## config.mk

```make
export PLATFORM = sky130hd
export DESIGN_NAME = lane_ctl_regs
export DESIGN_NICKNAME = d
export VERILOG_FILES = /design/src/rtl/lane_ctl_pkg.sv /design/src/rtl/lane_ctl_selfclr_reg.sv /design/src/rtl/lane_ctl_sticky.sv /design/src/rtl/lane_ctl_regs.sv
export SDC_FILE = /design/constraint.sdc
export NUM_CORES = 1
export LEC_CHECK = 0
export CAP_MARGIN = 25
export CELL_PAD_IN_SITES_DETAIL_PLACEMENT = 0
export CELL_PAD_IN_SITES_GLOBAL_PLACEMENT = 1
export CORE_UTILIZATION = 39
export DETAILED_ROUTE_END_ITERATION = 10
export DONT_BUFFER_PORTS = 1
export PLACE_DENSITY = 0.69
export SLEW_MARGIN = 10
export SYNTH_ARGS = -nofsm -noshare
export SYNTH_HDL_FRONTEND = slang
export SYNTH_SLANG_ARGS = --single-unit
```

## constraint.sdc

```tcl
create_clock -name clk -period 1.05 [get_ports clk]
set_input_delay 0.21 -clock clk [delete_from_list [all_inputs] [get_ports clk]]
set_output_delay 0.21 -clock clk [all_outputs]
set_load 0.03 [all_outputs]
```

## src/rtl/lane_ctl_pkg.sv

```systemverilog
package lane_ctl_pkg;
  localparam int DW = 32;

  // receive control bit positions (decoded by the lane)
  localparam int RX_OVRD   = 31;
  localparam int RX_PCSRDY = 10;
  localparam int RX_CDRRST = 9;
  localparam int RX_CAL    = 8;
  localparam int RX_SLP_HI = 7;
  localparam int RX_SLP_LO = 6;
  localparam int RX_AUX    = 5;
  localparam int RX_IDDQ   = 4;
  localparam int RX_DEN    = 0;

  localparam int INIT_TX = 0;
  localparam int INIT_RX = 2;
  localparam int STAT_TXUP = 0;
  localparam int IRQ_LINK  = 6;

  localparam logic [DW-1:0] RX_MASK   = 32'h8000_07F1;
  localparam logic [DW-1:0] RX_RST    = 32'h0000_00F0;
  localparam logic [DW-1:0] INIT_MASK = 32'h0000_0005;
  localparam logic [DW-1:0] IRQ_MASK  = 32'h0000_0040;

  typedef enum logic [2:0] {SEL_NONE, SEL_RX, SEL_INIT, SEL_STAT, SEL_IRQ} reg_sel_e;
endpackage

```

## src/rtl/lane_ctl_selfclr_reg.sv

```systemverilog
module lane_ctl_selfclr_reg #(
  parameter int              DATA_W  = 32,
  parameter logic [DATA_W-1:0] MASK    = '1,
  parameter logic [DATA_W-1:0] RST_VAL = '0,
  parameter int              CLR_BIT = 0
) (
  input  logic              clk,
  input  logic              rst_n,
  input  logic              wr_en,
  input  logic [DATA_W-1:0] wdata,
  input  logic              clr,
  output logic [DATA_W-1:0] q
);
  logic [DATA_W-1:0] q_nxt;
  logic              q_en;

  always_comb begin
    q_en  = wr_en | clr;
    q_nxt = q;
    if (wr_en) begin
      q_nxt = wdata & MASK;
    end else if (clr) begin
      q_nxt[CLR_BIT] = 1'b0;
    end
  end

  always_ff @(posedge clk or negedge rst_n) begin
    if (!rst_n) begin
      q <= RST_VAL;
    end else if (q_en) begin
      q <= q_nxt;
    end
  end
endmodule

```

## src/rtl/lane_ctl_sticky.sv

```systemverilog
module lane_ctl_sticky #(
  parameter int                DATA_W = 32,
  parameter logic [DATA_W-1:0] MASK   = '0
) (
  input  logic              clk,
  input  logic              rst_n,
  input  logic              wr_en,
  input  logic [DATA_W-1:0] wdata,
  input  logic [DATA_W-1:0] set,
  output logic [DATA_W-1:0] q
);
  for (genvar i = 0; i < DATA_W; i++) begin : g_bit
    if (MASK[i]) begin : g_flop
      logic r;
      logic r_nxt;
      logic r_en;
      always_comb begin
        r_en  = set[i] | wr_en;
        r_nxt = set[i] | (r & ~(wr_en & wdata[i]));
      end
      always_ff @(posedge clk or negedge rst_n) begin
        if (!rst_n) begin
          r <= 1'b0;
        end else if (r_en) begin
          r <= r_nxt;
        end
      end
      assign q[i] = r;
    end else begin : g_zero
      logic unused_b;
      assign unused_b = wdata[i] ^ set[i];
      assign q[i] = 1'b0;
    end
  end
endmodule

```

## src/rtl/lane_ctl_regs.sv

```systemverilog
module lane_ctl_regs
  import lane_ctl_pkg::*;
#(
  parameter int ADDR_W   = 16,
  parameter int OFF_RX   = 'h801C,
  parameter int OFF_INIT = 'h8020,
  parameter int OFF_STAT = 'h8044,
  parameter int OFF_IRQ  = 'h8050
) (
  input  logic              clk,
  input  logic              rst_n,
  input  logic              host_valid,
  output logic              host_ready,
  input  logic              host_write,
  input  logic [ADDR_W-1:0] host_addr,
  input  logic [31:0]       host_wdata,
  output logic              rsp_valid,
  output logic [31:0]       rsp_rdata,
  input  logic              lane_tx_up,
  input  logic              lane_tx_done,
  input  logic              lane_cal_done,
  input  logic              lane_link_pulse,
  output logic              pin_sw_ovrd,
  output logic              pin_pcs_rdy,
  output logic              pin_cdr_rst,
  output logic              pin_cal_en,
  output logic [1:0]        pin_sleep,
  output logic              pin_aux_iddq,
  output logic              pin_iddq,
  output logic              pin_data_en,
  output logic              pin_tx_en,
  output logic              pin_rx_en
);
  logic [1:0]    rst_sync;
  logic          rst_int_n;
  logic          acc;
  reg_sel_e      sel;
  logic [DW-1:0] rx_q, init_q, irq_q, stat_w, rd_mux, rdata_nxt;
  logic          irq_link;

  // asynchronous assert, synchronous release
  always_ff @(posedge clk or negedge rst_n) begin
    if (!rst_n) rst_sync <= 2'b00;
    else        rst_sync <= {rst_sync[0], 1'b1};
  end
  assign rst_int_n  = rst_sync[1];
  assign host_ready = rst_int_n;
  assign acc        = host_valid & host_ready;

  always_comb begin
    if      (host_addr == ADDR_W'(OFF_RX))   sel = SEL_RX;
    else if (host_addr == ADDR_W'(OFF_INIT)) sel = SEL_INIT;
    else if (host_addr == ADDR_W'(OFF_STAT)) sel = SEL_STAT;
    else if (host_addr == ADDR_W'(OFF_IRQ))  sel = SEL_IRQ;
    else                                     sel = SEL_NONE;
  end

  lane_ctl_selfclr_reg #(
    .DATA_W(DW), .MASK(RX_MASK), .RST_VAL(RX_RST), .CLR_BIT(RX_CAL)
  ) u_rx (
    .clk(clk), .rst_n(rst_int_n),
    .wr_en(acc & host_write & (sel == SEL_RX)),
    .wdata(host_wdata), .clr(lane_cal_done), .q(rx_q)
  );

  lane_ctl_selfclr_reg #(
    .DATA_W(DW), .MASK(INIT_MASK), .RST_VAL('0), .CLR_BIT(INIT_TX)
  ) u_init (
    .clk(clk), .rst_n(rst_int_n),
    .wr_en(acc & host_write & (sel == SEL_INIT)),
    .wdata(host_wdata), .clr(lane_tx_done), .q(init_q)
  );

  lane_ctl_sticky #(
    .DATA_W(DW), .MASK(IRQ_MASK)
  ) u_irq (
    .clk(clk), .rst_n(rst_int_n),
    .wr_en(acc & host_write & (sel == SEL_IRQ)),
    .wdata(host_wdata),
    .set(DW'(lane_link_pulse) << IRQ_LINK),
    .q(irq_q)
  );
  assign irq_link = irq_q[IRQ_LINK];

  always_comb begin
    stat_w            = '0;
    stat_w[STAT_TXUP] = lane_tx_up;
    unique case (sel)
      SEL_RX:   rd_mux = rx_q;
      SEL_INIT: rd_mux = init_q;
      SEL_STAT: rd_mux = stat_w;
      SEL_IRQ:  rd_mux = irq_q;
      default:  rd_mux = '0;
    endcase
    rdata_nxt = (acc && !host_write) ? rd_mux : '0;
  end

  always_ff @(posedge clk or negedge rst_int_n) begin
    if (!rst_int_n) begin
      rsp_valid <= 1'b0;
      rsp_rdata <= '0;
    end else begin
      rsp_valid <= acc;
      rsp_rdata <= rdata_nxt;
    end
  end

  assign pin_sw_ovrd  = rx_q[RX_OVRD];
  assign pin_pcs_rdy  = rx_q[RX_PCSRDY];
  assign pin_cdr_rst  = rx_q[RX_CDRRST];
  assign pin_cal_en   = rx_q[RX_CAL];
  assign pin_sleep    = rx_q[RX_SLP_HI:RX_SLP_LO];
  assign pin_aux_iddq = rx_q[RX_AUX];
  assign pin_iddq     = rx_q[RX_IDDQ];
  assign pin_data_en  = rx_q[RX_DEN];
  assign pin_tx_en    = init_q[INIT_TX];
  assign pin_rx_en    = init_q[INIT_RX];
endmodule

```

After elaboration in Yosys (flattened, before gate mapping)

Cells that the tools add are included.

Register bits after elaboration: 47
Output and inout port bits: 45
Word-level logic and storage cells: 46

Eq/ne operators: 8
Muxes and demuxes: 10
Bitwise operators: 12
Reduce and logical (&&, ||, !) cells: 8

Operator list:

| kind                   | count |
|---|---|
| $pmux W32 S4           | 1 |
| $eq A16 B16 Y1 const B | 4 |
| $mux W32               | 1 |
| $mux W3                | 4 |
| $reduce_and A2 Y1      | 4 |
| $and A1 B1 Y1          | 7 |
| $eq A3 B2 Y1 const B   | 2 |
| $mux W1                | 4 |
| $or A1 B1 Y1           | 4 |
| $reduce_bool A2 Y1     | 2 |
| $eq A3 B1 Y1 const B   | 1 |
| $eq A3 B3 Y1 const B   | 1 |
| $logic_and A1 B1 Y1    | 1 |
| $logic_not A1 Y1       | 1 |
| $not A1 Y1             | 1 |

Logic depth before layout (Yosys ltp)

Word-level depth: 11
Depth in mapped cells: 5
Mapped depth without buffers: 4

By module

Synthesis repeated with hierarchy kept, for this count alone.

Cells, all modules: 299
Area, all modules: 3270.6 um^2

Modules (own cells, without submodules):

| module                         | times used | cells an instance | area an instance (um^2) | sequential area each (um^2) |
|---|---|---|---|---|
| lane_ctl_regs                  | 1          | 183               | 2133.3                  | 875.8 |
| lane_ctl_selfclr_reg at u_rx   | 1          | 44                | 550.5                   | 230.2 |
| lane_ctl_selfclr_reg at u_init | 1          | 36                | 306.5                   | 50.0 |
| lane_ctl_sticky                | 1          | 36                | 280.3                   | 25.0 |

Worst setup path after synthesis

Ideal clock, no wire load.

Path kind: flip-flop to flip-flop
From: register rst_sync[1]
To: register u_rx.q[0]
Data arrival time: 1921 ps
Required time: 922 ps
Slack: -998 ps
Stages on the path, launching flop included: 5
Buffers on the path: 1
Period minus slack after synthesis: 2048 ps
Cell sequence: dfrtp_1 -> and3_1 -> and2_1 -> buf_4 -> mux2_1

Longest elaborated chain between the ends: 5

Ends and longest elaborated chain:

| element                         | line                       | text |
|---|---|---|
| start: declaration              | lane_ctl_regs.sv:34        | `logic [1:0] rst_sync;` |
| start signal: assignment        | lane_ctl_regs.sv:44        | `else rst_sync <= {rst_sync[0], 1'b1};` |
| $and A1 B1 Y1 (*)               | lane_ctl_regs.sv:48        | `assign acc = host_valid & host_ready;` |
| $and A1 B1 Y1 (*) (2 in a row)  | lane_ctl_regs.sv:62        | `.wr_en(acc & host_write & (sel == SEL_RX)),` |
| $or A1 B1 Y1                    | lane_ctl_selfclr_reg.sv:18 | `q_en = wr_en \| clr;` |
| $reduce_and A2 Y1 (no line) (*) | n/a                        |  |
| end signal: assignment          | lane_ctl_selfclr_reg.sv:31 | `q <= q_nxt;` |
| end: declaration                | lane_ctl_selfclr_reg.sv:12 | `output logic [DATA_W-1:0] q` |

Mark *: on every way between the ends. The rest lies on a longest branch, timed or not.
A chain may end at the register's enable or synchronous reset.

Final worst setup path

From: input port host_addr[10]
To: register u_rx.q[10]

Longest elaborated chain between the ends: 9
Elaborated cells on any way between the ends: 12
Classes of those cells: eq/ne (5); mux (4); bitwise (2); reduce/logical (1)

Ends and longest elaborated chain:

| element                         | line                       | text |
|---|---|---|
| start: declaration              | lane_ctl_regs.sv:15        | `input logic [ADDR_W-1:0] host_addr,` |
| $eq A16 B16 Y1                  | lane_ctl_regs.sv:54        | `else if (host_addr == ADDR_W'(OFF_IRQ)) sel = SEL_IRQ;` |
| $mux W3                         | lane_ctl_regs.sv:54        |  |
| $mux W3                         | lane_ctl_regs.sv:53        | `else if (host_addr == ADDR_W'(OFF_STAT)) sel = SEL_STAT;` |
| $mux W3                         | lane_ctl_regs.sv:52        | `else if (host_addr == ADDR_W'(OFF_INIT)) sel = SEL_INIT;` |
| $mux W3 (*)                     | lane_ctl_regs.sv:51        | `if (host_addr == ADDR_W'(OFF_RX)) sel = SEL_RX;` |
| $eq A3 B1 Y1 (*)                | lane_ctl_regs.sv:62        |  |
| $and A1 B1 Y1 (*)               | lane_ctl_regs.sv:62        |  |
| $or A1 B1 Y1                    | lane_ctl_selfclr_reg.sv:18 |  |
| $reduce_and A2 Y1 (no line) (*) | n/a                        |  |

Marked as above.

==> reports/qor.csv <==
metric;value;unit
min-delay worst type;in -> reg;
Synth warnings;0;
CTS Buf Count;3;
Lkg Pwr;0.839;nW
largest net degree at the start of global routing;25;
Synth Cell Area;1250;um^2
commonest non-fill, non-tap cells in the layout;conb_1, buf_4, dfrtp_1, buf_6, dlygate4sd3_1;
clk slew on worst S/H paths;0.13;ns
IO Pins;101;
Max H-tree Level;1;
width of the die;58.7;um
crit-path max FO;5;
CP Launch Type;input port;
hold path depth;1;
filler instances;263;
Mean Syn Cell Area;11.8;um^2
root buffer cell;clkbuf_4;
Die H;58.7;um
Synth cell types;35;
Mapped Cells;106;
DIE AREA;3450;um^2
crit path from;host_addr[10];
Starting DRT DRC Count;10;
routed len/inst;14.3;um
Core ar.;3050;um^2
Worst Setup End Kind;flop;
status;finished, violations left;
Final min period;1.42;ns
post-route ant nets;0;
Final Max Slew Viols;0;
gpl congestion;0.676;
Pre-antenna DRT Iters;3;
total track usage;16.1;%
Fmax;705;MHz
IO Port Bufs;0;
failing checks;setup timing;
Max Cap Viol;0;
cell area power density;941;nW/um^2
total power;1.68;mW
required time worst endpoint;1.27;ns
via count;894;
initial core utilization;41.1;%
skew final;0.00270;ns
Area contributors post-synth;dfrtp_1, buf_4, mux2_1;
dpl cells;169;
CTS max path bufs;2;
first-pass GRT wire length;3980;um
#FFs+latches synth;25;
area share of the largest cell type after synthesis;41.9;%
# setup viols final;37;
worst r2r src;rst_sync[1];
Synth-to-Final Area Change;42.3;%
R2R cell count;4;
Hold Startpoint;host_wdata[4];
CTS sink cnt;25;
RSZ-0062 raised after global routing;true;
vias in the first global route;897;
Max VDD drop;0.430;mV
Worst Setup Slack, final;-0.369;ns
layout cells sized above 1;47.7;%
DR DRC count;0;
grt total ovfl;0;
worst path arrival time;1.64;ns
Antenna Cells;0;
post-synth top area cell;dfrtp_1;
CTS tree;yes;
commonest non-fill, non-tap cell in the layout;conb_1;
Nets;206;
Core Rows;20;
sequential share of the synthesized area;50.2;%
Crit Path Category;in -> reg;
routed wire length;2770;um
final hold violations;0;
Final period util;135;%
non-filler cells in the finished layout;193;
initial antenna violation count;0;
hpwl dp;1850;um
vias per std cell;4.63;
Worst-Skew Late Latency;0.32;ns
==> where the power goes <==
group | internal (mW) | switching (mW) | leakage [nW]
registers | 0.971 | 0.00710 | 0.313
clock network | 0.146 | 0.294 | 0.0139
logic | 0.0974 | 0.165 | 0.512
==> stage by stage <==
step	hold slack, ns	utilization [%]	setup slack, ns	setup TNS [ns]	instance area [um^2]
final	0.0270	58.5	-0.369	-6.08	1790
after global routing	0.00357	58.5	-0.369	-7.31	1790
after CTS	0.00318	52.6	-0.352	-6.16	1610
after detailed placement	-0.0855	46.3	-0.743	-12.65	1410
after global placement	-0.0855	46.3	-0.725	-12.18	1410
after floorplan	-0.0856	-	-0.672	-10.90	1360
==> registers in the layout (all words and copies together) (netlist names) <==
signal / count
rsp_rdata: 10
u_rx.q: 9
rst_sync: 2
u_init.q: 2
rsp_valid: 1
u_irq.g_bit.g_flop.r: 1
==> critical path: stages <==
cell and delay, ns:
or4b_4 0.52, and4bb_1 0.32, and2_4 0.17, buf_6 0.13, mux2_4 0.29
==> metal layers <==
layer  global-route usage (%)  share of wire [%]  wire length [um]  vias to the layer above
li1                         -                  -                 -                      418
met4                     9.18                2.1                57                        0
met3                     3.52                6.2               171                        5
met1                     18.5                 40              1100                      422
met2                     27.4                 52              1440                       49
met5                        0                  0                 0                        -
==> final timing paths <==
check	slack, ns	to
max in group asynchronous	0.36	u_rx.q[4]
max	-0.37	u_rx.q[10]
min in group asynchronous	0.09	rst_sync[1]
min reg2reg	0.36	u_rx.q[8]
max reg2reg	-0.30	u_rx.q[9]
min	0.03	u_rx.q[4]
==> cell type report <==
cell class              instances  area [um^2]  area share, %
inverters                       1         3.75          0.210
clock buffers                   3         22.5           1.26
flip-flops and latches         25          642           35.9
well taps                      44         55.1           3.08
repair buffers                 42          457           25.6
clock inverters                 1         7.51          0.420
multi-input cells              77          598           33.5
==> Yosys cell counts <==
master    number
buf_4         23
o21a_1         1
nand2b_1       1
dfstp_2        4
nor4bb_1       1
buf_2          1
and4b_1        1
nand2_1        3
mux2_1        10
nand3b_1       1
o211ai_1       1
nor4b_2        1
and3_1         8
inv_1          1
nor2b_1        1
or4b_4         1
nor3b_1        1
or4_4          1
conb_1         2
a211oi_1       1
nor2_1         3
a22oi_1        1
and2_1         2
nor4b_1        1
or3b_2         1
nand3_2        1
nand4_1        3
or4_1          1
and4bb_1       1
nor4_4         1
a21o_1         1
dfrtp_1       21
a21oi_1        2
o21ai_1        1
nand3_1        2
==> repair_timing <==
| action | CTS | global route |
|---|---|---|
| setup buffers | 6 | 3 |
| hold buffers | 3 | 7 |
| endpoints found under the setup margin | 45 | 45 |
| endpoints found under the hold margin | 4 | 7 |
| cloned | 0 | 2 |
| gates resized for setup | 28 | 10 |
| pin swaps | 3 | 7 |
==> cells by family after synthesis <==
kind of cell,Yosys count,share of synthesized area (%)
AOI/OAI and AO/OA,8,4.19
and+or+nand+nor,36,21.5
DFF,25,50.2
buffers and inverters,25,14.5
other,2,0.598
muxes,10,8.97
Note: power is estimated with default switching activity, not from simulation.
